==> config.mk <==
export PLATFORM = sky130hd
export DESIGN_NAME = clkfan_ctrl
export DESIGN_NICKNAME = d
export VERILOG_FILES = /design/src/rtl/clkfan_pkg.sv /design/src/rtl/clkfan_sync.sv /design/src/rtl/clkfan_edge.sv /design/src/rtl/clkfan_prog.sv /design/src/rtl/clkfan_gate.sv /design/src/rtl/clkfan_ctrl.sv
export SDC_FILE = /design/constraint.sdc
export NUM_CORES = 1
export LEC_CHECK = 0
export CORE_AREA = 2 2 64 66
export CTS_BUF_LIST = sky130_fd_sc_hd__clkbuf_4 sky130_fd_sc_hd__clkbuf_8
export DETAILED_ROUTE_END_ITERATION = 16
export DIE_AREA = 0 0 66 68
export PLACE_DENSITY_LB_ADDON = 0.25
export SLEW_MARGIN = 10
export SYNTH_ARGS = -nofsm -noshare
export SYNTH_HDL_FRONTEND = slang
export SYNTH_SLANG_ARGS = --single-unit
==> constraint.sdc <==
create_clock -name clk -period 4.1 [get_ports clk]
set_input_delay 0.82 -clock clk [delete_from_list [all_inputs] [get_ports clk]]
set_output_delay 0.82 -clock clk [all_outputs]
set_load 0.1 [all_outputs]
==> src/rtl/clkfan_pkg.sv <==
package clkfan_pkg;

   // Idle pin levels: load-enable low, data low, serial clock high.
   typedef struct packed {
      logic en;
      logic dat;
      logic sck;
   } ser_pins_t;

   localparam ser_pins_t PINS_IDLE = '{en: 1'b0, dat: 1'b0, sck: 1'b1};

   // Counter width large enough for word length plus the commit and done states.
   function automatic int cnt_width(input int word_w);
      return $clog2(word_w + 2);
   endfunction

endpackage

==> src/rtl/clkfan_sync.sv <==
module clkfan_sync #(
   parameter int          W       = 3,
   parameter int          STAGES  = 2,
   parameter logic [W-1:0] RST_VAL = '0
) (
   input  logic         clk,
   input  logic         rst_n,
   input  logic [W-1:0] d,
   output logic [W-1:0] q
);

   generate
      if (STAGES == 1) begin : g_single
         logic [W-1:0] st;
         always_ff @(posedge clk or negedge rst_n) begin
            if (!rst_n) st <= RST_VAL;
            else        st <= d;
         end
         assign q = st;
      end else begin : g_chain
         logic [W-1:0] st [STAGES];
         always_ff @(posedge clk or negedge rst_n) begin
            if (!rst_n) begin
               for (int i = 0; i < STAGES; i++) st[i] <= RST_VAL;
            end else begin
               st[0] <= d;
               for (int i = 1; i < STAGES; i++) st[i] <= st[i-1];
            end
         end
         assign q = st[STAGES-1];
      end
   endgenerate

endmodule

==> src/rtl/clkfan_edge.sv <==
module clkfan_edge #(
   parameter int           W       = 3,
   parameter logic [W-1:0] RST_VAL = '0
) (
   input  logic         clk,
   input  logic         rst_n,
   input  logic [W-1:0] lvl,
   output logic [W-1:0] rise
);

   logic [W-1:0] lvl_q;

   always_ff @(posedge clk or negedge rst_n) begin
      if (!rst_n) lvl_q <= RST_VAL;
      else        lvl_q <= lvl;
   end

   assign rise = lvl & ~lvl_q;

endmodule

==> src/rtl/clkfan_prog.sv <==
module clkfan_prog #(
   parameter int NUM_OUT = 10,
   parameter int WORD_W  = NUM_OUT + 1,
   parameter int CNT_W   = 4
) (
   input  logic              clk,
   input  logic              rst_n,
   input  logic              en_lvl,
   input  logic              en_rise,
   input  logic              sck_rise,
   input  logic              dat_lvl,
   output logic [WORD_W-1:0] shreg,
   output logic [WORD_W-1:0] ctrl,
   output logic [CNT_W-1:0]  cnt
);

   localparam logic [CNT_W-1:0] CNT_COMMIT = CNT_W'(WORD_W);
   localparam logic [CNT_W-1:0] CNT_ONE    = CNT_W'(1);

   logic take;
   assign take = en_lvl && sck_rise;

   always_ff @(posedge clk or negedge rst_n) begin
      if (!rst_n) begin
         shreg <= '0;
         ctrl  <= '0;
         cnt   <= '0;
      end else if (en_rise) begin
         shreg <= '0;
         ctrl  <= '0;
         cnt   <= '0;
      end else if (take) begin
         if (cnt < CNT_COMMIT) begin
            shreg <= {dat_lvl, shreg[WORD_W-1:1]};
            cnt   <= cnt + CNT_ONE;
         end else if (cnt == CNT_COMMIT) begin
            ctrl <= shreg;
            cnt  <= cnt + CNT_ONE;
         end
      end
   end

endmodule

==> src/rtl/clkfan_gate.sv <==
module clkfan_gate #(
   parameter int NUM_OUT = 10,
   parameter int WORD_W  = NUM_OUT + 1
) (
   input  logic [WORD_W-1:0]  ctrl,
   input  logic               en_lvl,
   input  logic               dat_lvl,
   input  logic               ref_clk_a,
   input  logic               ref_clk_b,
   output logic [NUM_OUT-1:0] out_clk
);

   logic pick_b;
   logic clk_sel;

   assign pick_b  = en_lvl ? ctrl[WORD_W-1] : dat_lvl;
   assign clk_sel = pick_b ? ref_clk_b : ref_clk_a;

   generate
      for (genvar g = 0; g < NUM_OUT; g++) begin : g_out
         logic on;
         assign on         = !en_lvl || ctrl[NUM_OUT-1-g];
         assign out_clk[g] = clk_sel & on;
      end
   endgenerate

endmodule

==> src/rtl/clkfan_ctrl.sv <==
module clkfan_ctrl
   import clkfan_pkg::*;
#(
   parameter int NUM_OUT     = 10,
   parameter int SYNC_STAGES = 2
) (
   input  logic               clk,
   input  logic               rst_n,
   input  logic               prog_en,
   input  logic               prog_data,
   input  logic               prog_sck,
   input  logic               ref_clk_a,
   input  logic               ref_clk_b,
   output logic [NUM_OUT-1:0] out_clk
);

   localparam int WORD_W = NUM_OUT + 1;
   localparam int CNT_W  = cnt_width(WORD_W);

   generate
      if (NUM_OUT < 1 || NUM_OUT > 60) begin : g_bad_out
         $error("clkfan_ctrl: NUM_OUT out of range");
      end
      if (SYNC_STAGES < 1 || SYNC_STAGES > 4) begin : g_bad_sync
         $error("clkfan_ctrl: SYNC_STAGES out of range");
      end
   endgenerate

   ser_pins_t pins_raw, pins_s, pins_rise;

   assign pins_raw = '{en: prog_en, dat: prog_data, sck: prog_sck};

   clkfan_sync #(
      .W      (3),
      .STAGES (SYNC_STAGES),
      .RST_VAL(PINS_IDLE)
   ) u_sync (
      .clk  (clk),
      .rst_n(rst_n),
      .d    (pins_raw),
      .q    (pins_s)
   );

   clkfan_edge #(
      .W      (3),
      .RST_VAL(PINS_IDLE)
   ) u_edge (
      .clk  (clk),
      .rst_n(rst_n),
      .lvl  (pins_s),
      .rise (pins_rise)
   );

   logic              en_lvl, dat_lvl, en_rise, sck_rise;
   logic [WORD_W-1:0] shreg, ctrl;
   logic [CNT_W-1:0]  cnt;

   assign en_lvl   = pins_s.en;
   assign dat_lvl  = pins_s.dat;
   assign en_rise  = pins_rise.en;
   assign sck_rise = pins_rise.sck;

   clkfan_prog #(
      .NUM_OUT(NUM_OUT),
      .WORD_W (WORD_W),
      .CNT_W  (CNT_W)
   ) u_prog (
      .clk     (clk),
      .rst_n   (rst_n),
      .en_lvl  (en_lvl),
      .en_rise (en_rise),
      .sck_rise(sck_rise),
      .dat_lvl (dat_lvl),
      .shreg   (shreg),
      .ctrl    (ctrl),
      .cnt     (cnt)
   );

   clkfan_gate #(
      .NUM_OUT(NUM_OUT),
      .WORD_W (WORD_W)
   ) u_gate (
      .ctrl     (ctrl),
      .en_lvl   (en_lvl),
      .dat_lvl  (dat_lvl),
      .ref_clk_a(ref_clk_a),
      .ref_clk_b(ref_clk_b),
      .out_clk  (out_clk)
   );

endmodule

-- Word level (Yosys, flattened, before mapping)
Cells that the tools add are included.
- flip-flop bits (word level): 35
- bits of input ports: 7
- output and inout port bits: 10
- logic and storage cells: 54
- add/sub/neg operators: 1
- $lt $le $gt $ge: 1
- eq/ne operators: 2
- muxes and demuxes: 13
- bitwise gates (word level): 12
- reductions and logical operators: 19
- operator list (kind ; number):
    two-way mux 11 bit ; 7
    two-way mux 4 bit ; 4
    AND 1 bit ; 10
    logical OR 1 bit ; 10
    nonzero test 2 bit ; 3
    adder 4 x 1 -> 4 bit (second input constant) ; 1
    == test 4 bit (second input constant) ; 1
    less-than comparator 4 bit (second input constant) ; 1
    AND reduction 2 bit ; 2
    AND 3 bit ; 1
    inverter 3 bit ; 1
    AND reduction 3 bit ; 1
    nonzero test 3 bit ; 1
    two-way mux 1 bit ; 2
    inequality test 2 bit (second input constant) ; 1
    logical AND 1 bit ; 1
    zero test 1 bit ; 1

-- Depth between registers and ports, before layout
- depth after elaboration: 5
- mapped depth: 5
- mapped depth without buffers: 4

-- Modules after synthesis
A second synthesis with hierarchy kept.
- cell total of the unflattened synthesis: 125
- area, all modules: 1545.2 um^2
- modules (own cells, without submodules) (module ; times used ; cells each ; area each (um^2) ; seq. area each (um^2)):
    clkfan_prog ; 1 ; 86 ; 1117.3 ; 650.6
    clkfan_sync ; 1 ; 9 ; 175.2 ; 152.6
    clkfan_gate ; 1 ; 24 ; 135.1 ; 0.0
    clkfan_edge ; 1 ; 6 ; 117.6 ; 76.3

-- Least setup slack after synthesis
Ideal clock, no wire load.
- path type: input-to-output
- start point: input port ref_clk_b
- end point: output port out_clk[0]
- arrival time: 2.425 ns
- required time: 3.280 ns
- slack: 0.855 ns
- stages on the path: 2
- buffers on the path: 0
- cell sequence: mux2i_2 -> a21oi_1
- longest elaborated chain between the ends: 2
- ends and longest elaborated chain (item ; RTL line ; text):
    from (decl) ; clkfan_ctrl.sv:13 ; input logic ref_clk_b,
    two-way mux 1 bit ; clkfan_gate.sv:17 ; assign clk_sel = pick_b ? ref_clk_b : ref_clk_a;
    AND 1 bit ; clkfan_gate.sv:23 ; assign out_clk[g] = clk_sel & on;
    to (decl) ; clkfan_ctrl.sv:14 ; output logic [NUM_OUT-1:0] out_clk
No other way between the ends.

-- Worst setup path after layout
- start point: register u_sync.g_chain.st (netlist bit u_sync.q[2])
- end point: output port out_clk[7]
- longest elaborated chain between the ends: 3
- elaborated cells on any way between the ends: 5
- classes of those cells: 2 x mux; 1 x bitwise; 2 x reduce/logical
- ends and longest elaborated chain (item ; RTL line ; text):
    from (decl) ; clkfan_sync.sv:21 ; logic [W-1:0] st [STAGES];
    two-way mux 1 bit or zero test 1 bit (tied branches) ; clkfan_gate.sv:16, clkfan_gate.sv:22 ;
    two-way mux 1 bit or logical OR 1 bit (tied branches) ; clkfan_gate.sv:17, clkfan_gate.sv:22 ;
    AND 1 bit (*) ; clkfan_gate.sv:23 ;
Mark *: on every way between the ends. The rest lies on a longest branch, timed or not.

==> summary.md <==
| Metric | Value |
|---|---|
| Clock insertion delay at the later pin of the skew report | `280 ps` |
| Measured slew at the worst slew-check pin | `~1200 ps` |
| Routed wirelength normalized by instance count | `around 13 um` |
| Top layer used by detailed routing | `met4` |
| Final weighted congestion in routability-driven placement | `0.688` |
| Wire length the detailed router placed on met1 | `~1200 um` |
| Final global-route overflow total | `0` |
| Cell type with the highest aggregate area in the netlist | `sky130_fd_sc_hd__dfrtp_1` |
| Required @ worst endpoint | `between 3000 and 4000 ps` |
| Layout cells sized above 1 | `~18%` |
| Top achievable clock speed | `0.325 GHz` |
| IO Port Bufs | `16` |
| CTS root buf | `sky130_fd_sc_hd__clkbuf_8` |
| Final count of pins violating max slew | `0` |
| Length of the first detailed-routing pass in iterations | `3` |
| Critical path start-end classification | `flop to primary output` |
| Max-Cap Viols | `0` |
| Quantity of hold-fixing buffers added after cts | `0` |
| Setup repair after global routing missed its margin | `false` |
| Reported leakage power | `0.800 nW` |
| Hold Fails Final Rpt | `0` |
| Data arrival, critical path | `2250 ps` |
| Vias in the first global route | `~1000` |
| Max FO, Critical Path | `16` |
| Number of storage elements in the synthesis netlist | `34` |
| Detailed route wirelength on metal3 | `107 um` |
| Fin crit period | `3070 ps` |
| Global-route wire length before repair | `4650 um` |
| Wire length after detailed routing | `2650 um` |
| Overall die height | `68 um` |
| Remaining number of nets flagged by the antenna check after routing | `0` |
| Part of the cycle the worst path needs | `74.9%` |
| Post-route setup TNS | `0 ps` |
| IR drop worst, VDD | `0.240 mV` |
| Initial Util | `37.6%` |
| Crit start category | `flop` |
| Total routing usage reported by global routing | `14.2%` |
| Number of design-rule violations left by the first detailed-router iteration | `30` |
| Maximum root-to-sink buffer count | `2` |
| Hold WC Path Type | `flop to flop` |
| Largest clock skew in the final design | `4.50 ps` |
| Total nets after synthesis | `135` |
| Total power divided by cell area | `roughly 410 nW/um2` |
| Number of antenna violations at the first check in global routing | `0` |
| Die Span X | `66 um` |
| Number of instances in the synthesized netlist | `127` |
| Core region area | `3860 um2` |
| Vias per inst | `4.80` |
| Buffers inserted during post-CTS setup optimization | `0` |
| Synth top area share | `53.5%` |
| Number of top-level pins | `17` |
| Layout-stage area growth over the synthesis result | `18.2%` |
| Status | `finished clean` |
| Number of setup violations in the final report | `0` |
| Synth cell types | `24` |
| Clock sink total | `34` |
| H-tree Lvls | `2` |
| Post-synthesis average cell area | `11.4 um2` |
| Synthesis Warnings | `0` |
| Register area share after synthesis | `58.9%` |
| Net count of the finished layout | `154` |
| Worst slew margin relative to its limit | `around a fifth` |
| Number of cells upsized or downsized after cts | `0` |
| Most frequent cells in the layout | `sky130_fd_sc_hd__dfrtp_1 (31), sky130_fd_sc_hd__nand2_1 (25), sky130_fd_sc_hd__mux2i_1 (23), sky130_fd_sc_hd__a21oi_1 (13), sky130_fd_sc_hd__buf_4 (11)` |
| Mapped Area | `around 1500 um2` |
| Cell row count | `23` |
| Post-detailed-placement half-perimeter wirelength | `1730 um` |
| Most common library cell in the layout ignoring fill and taps | `sky130_fd_sc_hd__dfrtp_1` |
| Layout Utilization | `44.5%` |
| Met2 layer wire length in the routed design | `around 1300 um` |
| Via count | `945` |
| Cts bufs inserted | `5` |
| TritonCTS clock tree | `yes` |
| Synth area leaders | `sky130_fd_sc_hd__dfrtp_1 (53%), sky130_fd_sc_hd__mux2i_1 (16%), sky130_fd_sc_hd__nand2_1 (6.5%)` |
| Die footprint | `4490 um2` |
| Post-route DRC | `0` |
| Worst setup EP type | `primary output` |
| Clock edge transition at the registers on the reported setup and hold paths | `70 ps` |
| ANT cells | `0` |
| Maximum number of pins on one net before global-route repair | `35` |
worst max-delay path: stages (launching register included):
cell and delay [ps]:
sky130_fd_sc_hd__dfrtp_1 710, sky130_fd_sc_hd__mux2i_1 310, sky130_fd_sc_hd__mux2i_2 570, sky130_fd_sc_hd__a21oi_1 100
sky130_fd_sc_hd__buf_4 270
per-layer routing:
layer | global-route usage (%) | vias to the layer above
li1 | - | 463
met1 | 17.0 | 466
met4 | 6.12 | 0
met5 | 0 | -
met3 | 5.26 | 4
met2 | 23.0 | 12
cells in the mapped netlist:
cell type	instances
sky130_fd_sc_hd__nand3b_1	1
sky130_fd_sc_hd__nor2b_1	1
sky130_fd_sc_hd__mux2i_2	1
sky130_fd_sc_hd__ha_1	1
sky130_fd_sc_hd__clkbuf_1	1
sky130_fd_sc_hd__inv_1	10
sky130_fd_sc_hd__o21ai_0	3
sky130_fd_sc_hd__a41oi_1	1
sky130_fd_sc_hd__and4b_1	1
sky130_fd_sc_hd__nor3_1	1
sky130_fd_sc_hd__nand3b_2	1
sky130_fd_sc_hd__or3_1	1
sky130_fd_sc_hd__mux2i_1	23
sky130_fd_sc_hd__a21oi_1	13
sky130_fd_sc_hd__and2_1	1
sky130_fd_sc_hd__nand2_1	25
sky130_fd_sc_hd__dfstp_2	3
sky130_fd_sc_hd__nand2b_1	1
sky130_fd_sc_hd__and3b_2	1
sky130_fd_sc_hd__dfrtp_1	31
sky130_fd_sc_hd__nor3_2	1
sky130_fd_sc_hd__buf_2	2
sky130_fd_sc_hd__nor2_1	1
sky130_fd_sc_hd__buf_6	2
per-stage QoR:
| stage | power, mW | area (um2) | worst slack, ps | instances | hold WS, ps |
|---|---|---|---|---|---|
| after floorplan | 0.423 | 1450 | 855 | 127 | 331 |
| after global placement | 0.450 | 1620 | 1110 | 189 | 332 |
| after detailed placement | 0.451 | 1620 | 1150 | 189 | 336 |
| after CTS | 0.714 | 1710 | 1020 | 197 | 346 |
| after global routing | 0.731 | 1710 | 844 | 197 | 359 |
| final | 0.701 | 1710 | 1030 | 197 | 343 |
report_power, final:
| group | switching (mW) | internal, mW |
|---|---|---|
| Combinational | 0.0716 | 0.0221 |
| Clock | 0.115 | 0.142 |
| Sequential | 0.00604 | 0.344 |
| Total | 0.193 | 0.508 |
final timing paths:
path | from | endpoint | slack (ps) | cells past startpoint
max | u_sync.q[2]$_DFF_PN0_ | out_clk[7] | 1030 | 4
min | u_sync.g_chain.st[5]$_DFF_PN0_ | u_sync.q[2]$_DFF_PN0_ | 340 | 0
max reg2reg | u_sync.q[2]$_DFF_PN0_ | u_prog.ctrl[2]$_DFFE_PN0P_ | 1830 | 3
min reg2reg | u_sync.g_chain.st[5]$_DFF_PN0_ | u_sync.q[2]$_DFF_PN0_ | 340 | 0
max in group asynchronous | rst_n | u_sync.g_chain.st[3]$_DFF_PN1_ | 2830 | 2
min in group asynchronous | rst_n | u_sync.q[2]$_DFF_PN0_ | 940 | 2
state kept, by name (all words and copies together), names as in the netlist:
signal             count
u_edge.lvl_q           2
u_prog.cnt             4
u_prog.ctrl           11
u_prog.shreg          11
u_sync.g_chain.st      3
u_sync.q               3
logic make-up (layout without fill, tap and decap cells):
family	count (synthesis)	after routing	synth area share, %
adder cells (fa/ha/maj)	1	1	0.863
flip-flops	34	34	58.9
AO/OA/AOI/OAI	17	17	6.13
multiplexers	24	24	16.8
AND/OR/NAND/NOR	36	36	12.2
buffers and inverters	15	35	5.09
final cells by class:
type | instances | area (um2)
multi-input cells | 78 | 522
inverters | 10 | 37.5
clock buffers | 7 | 90.1
flip-flops and latches | 34 | 855
repair buffers | 17 | 143
clock inverters | 1 | 5.00
fillers | 371 | 2140
well taps | 50 | 62.6
Note: power is estimated with default switching activity, not from simulation.
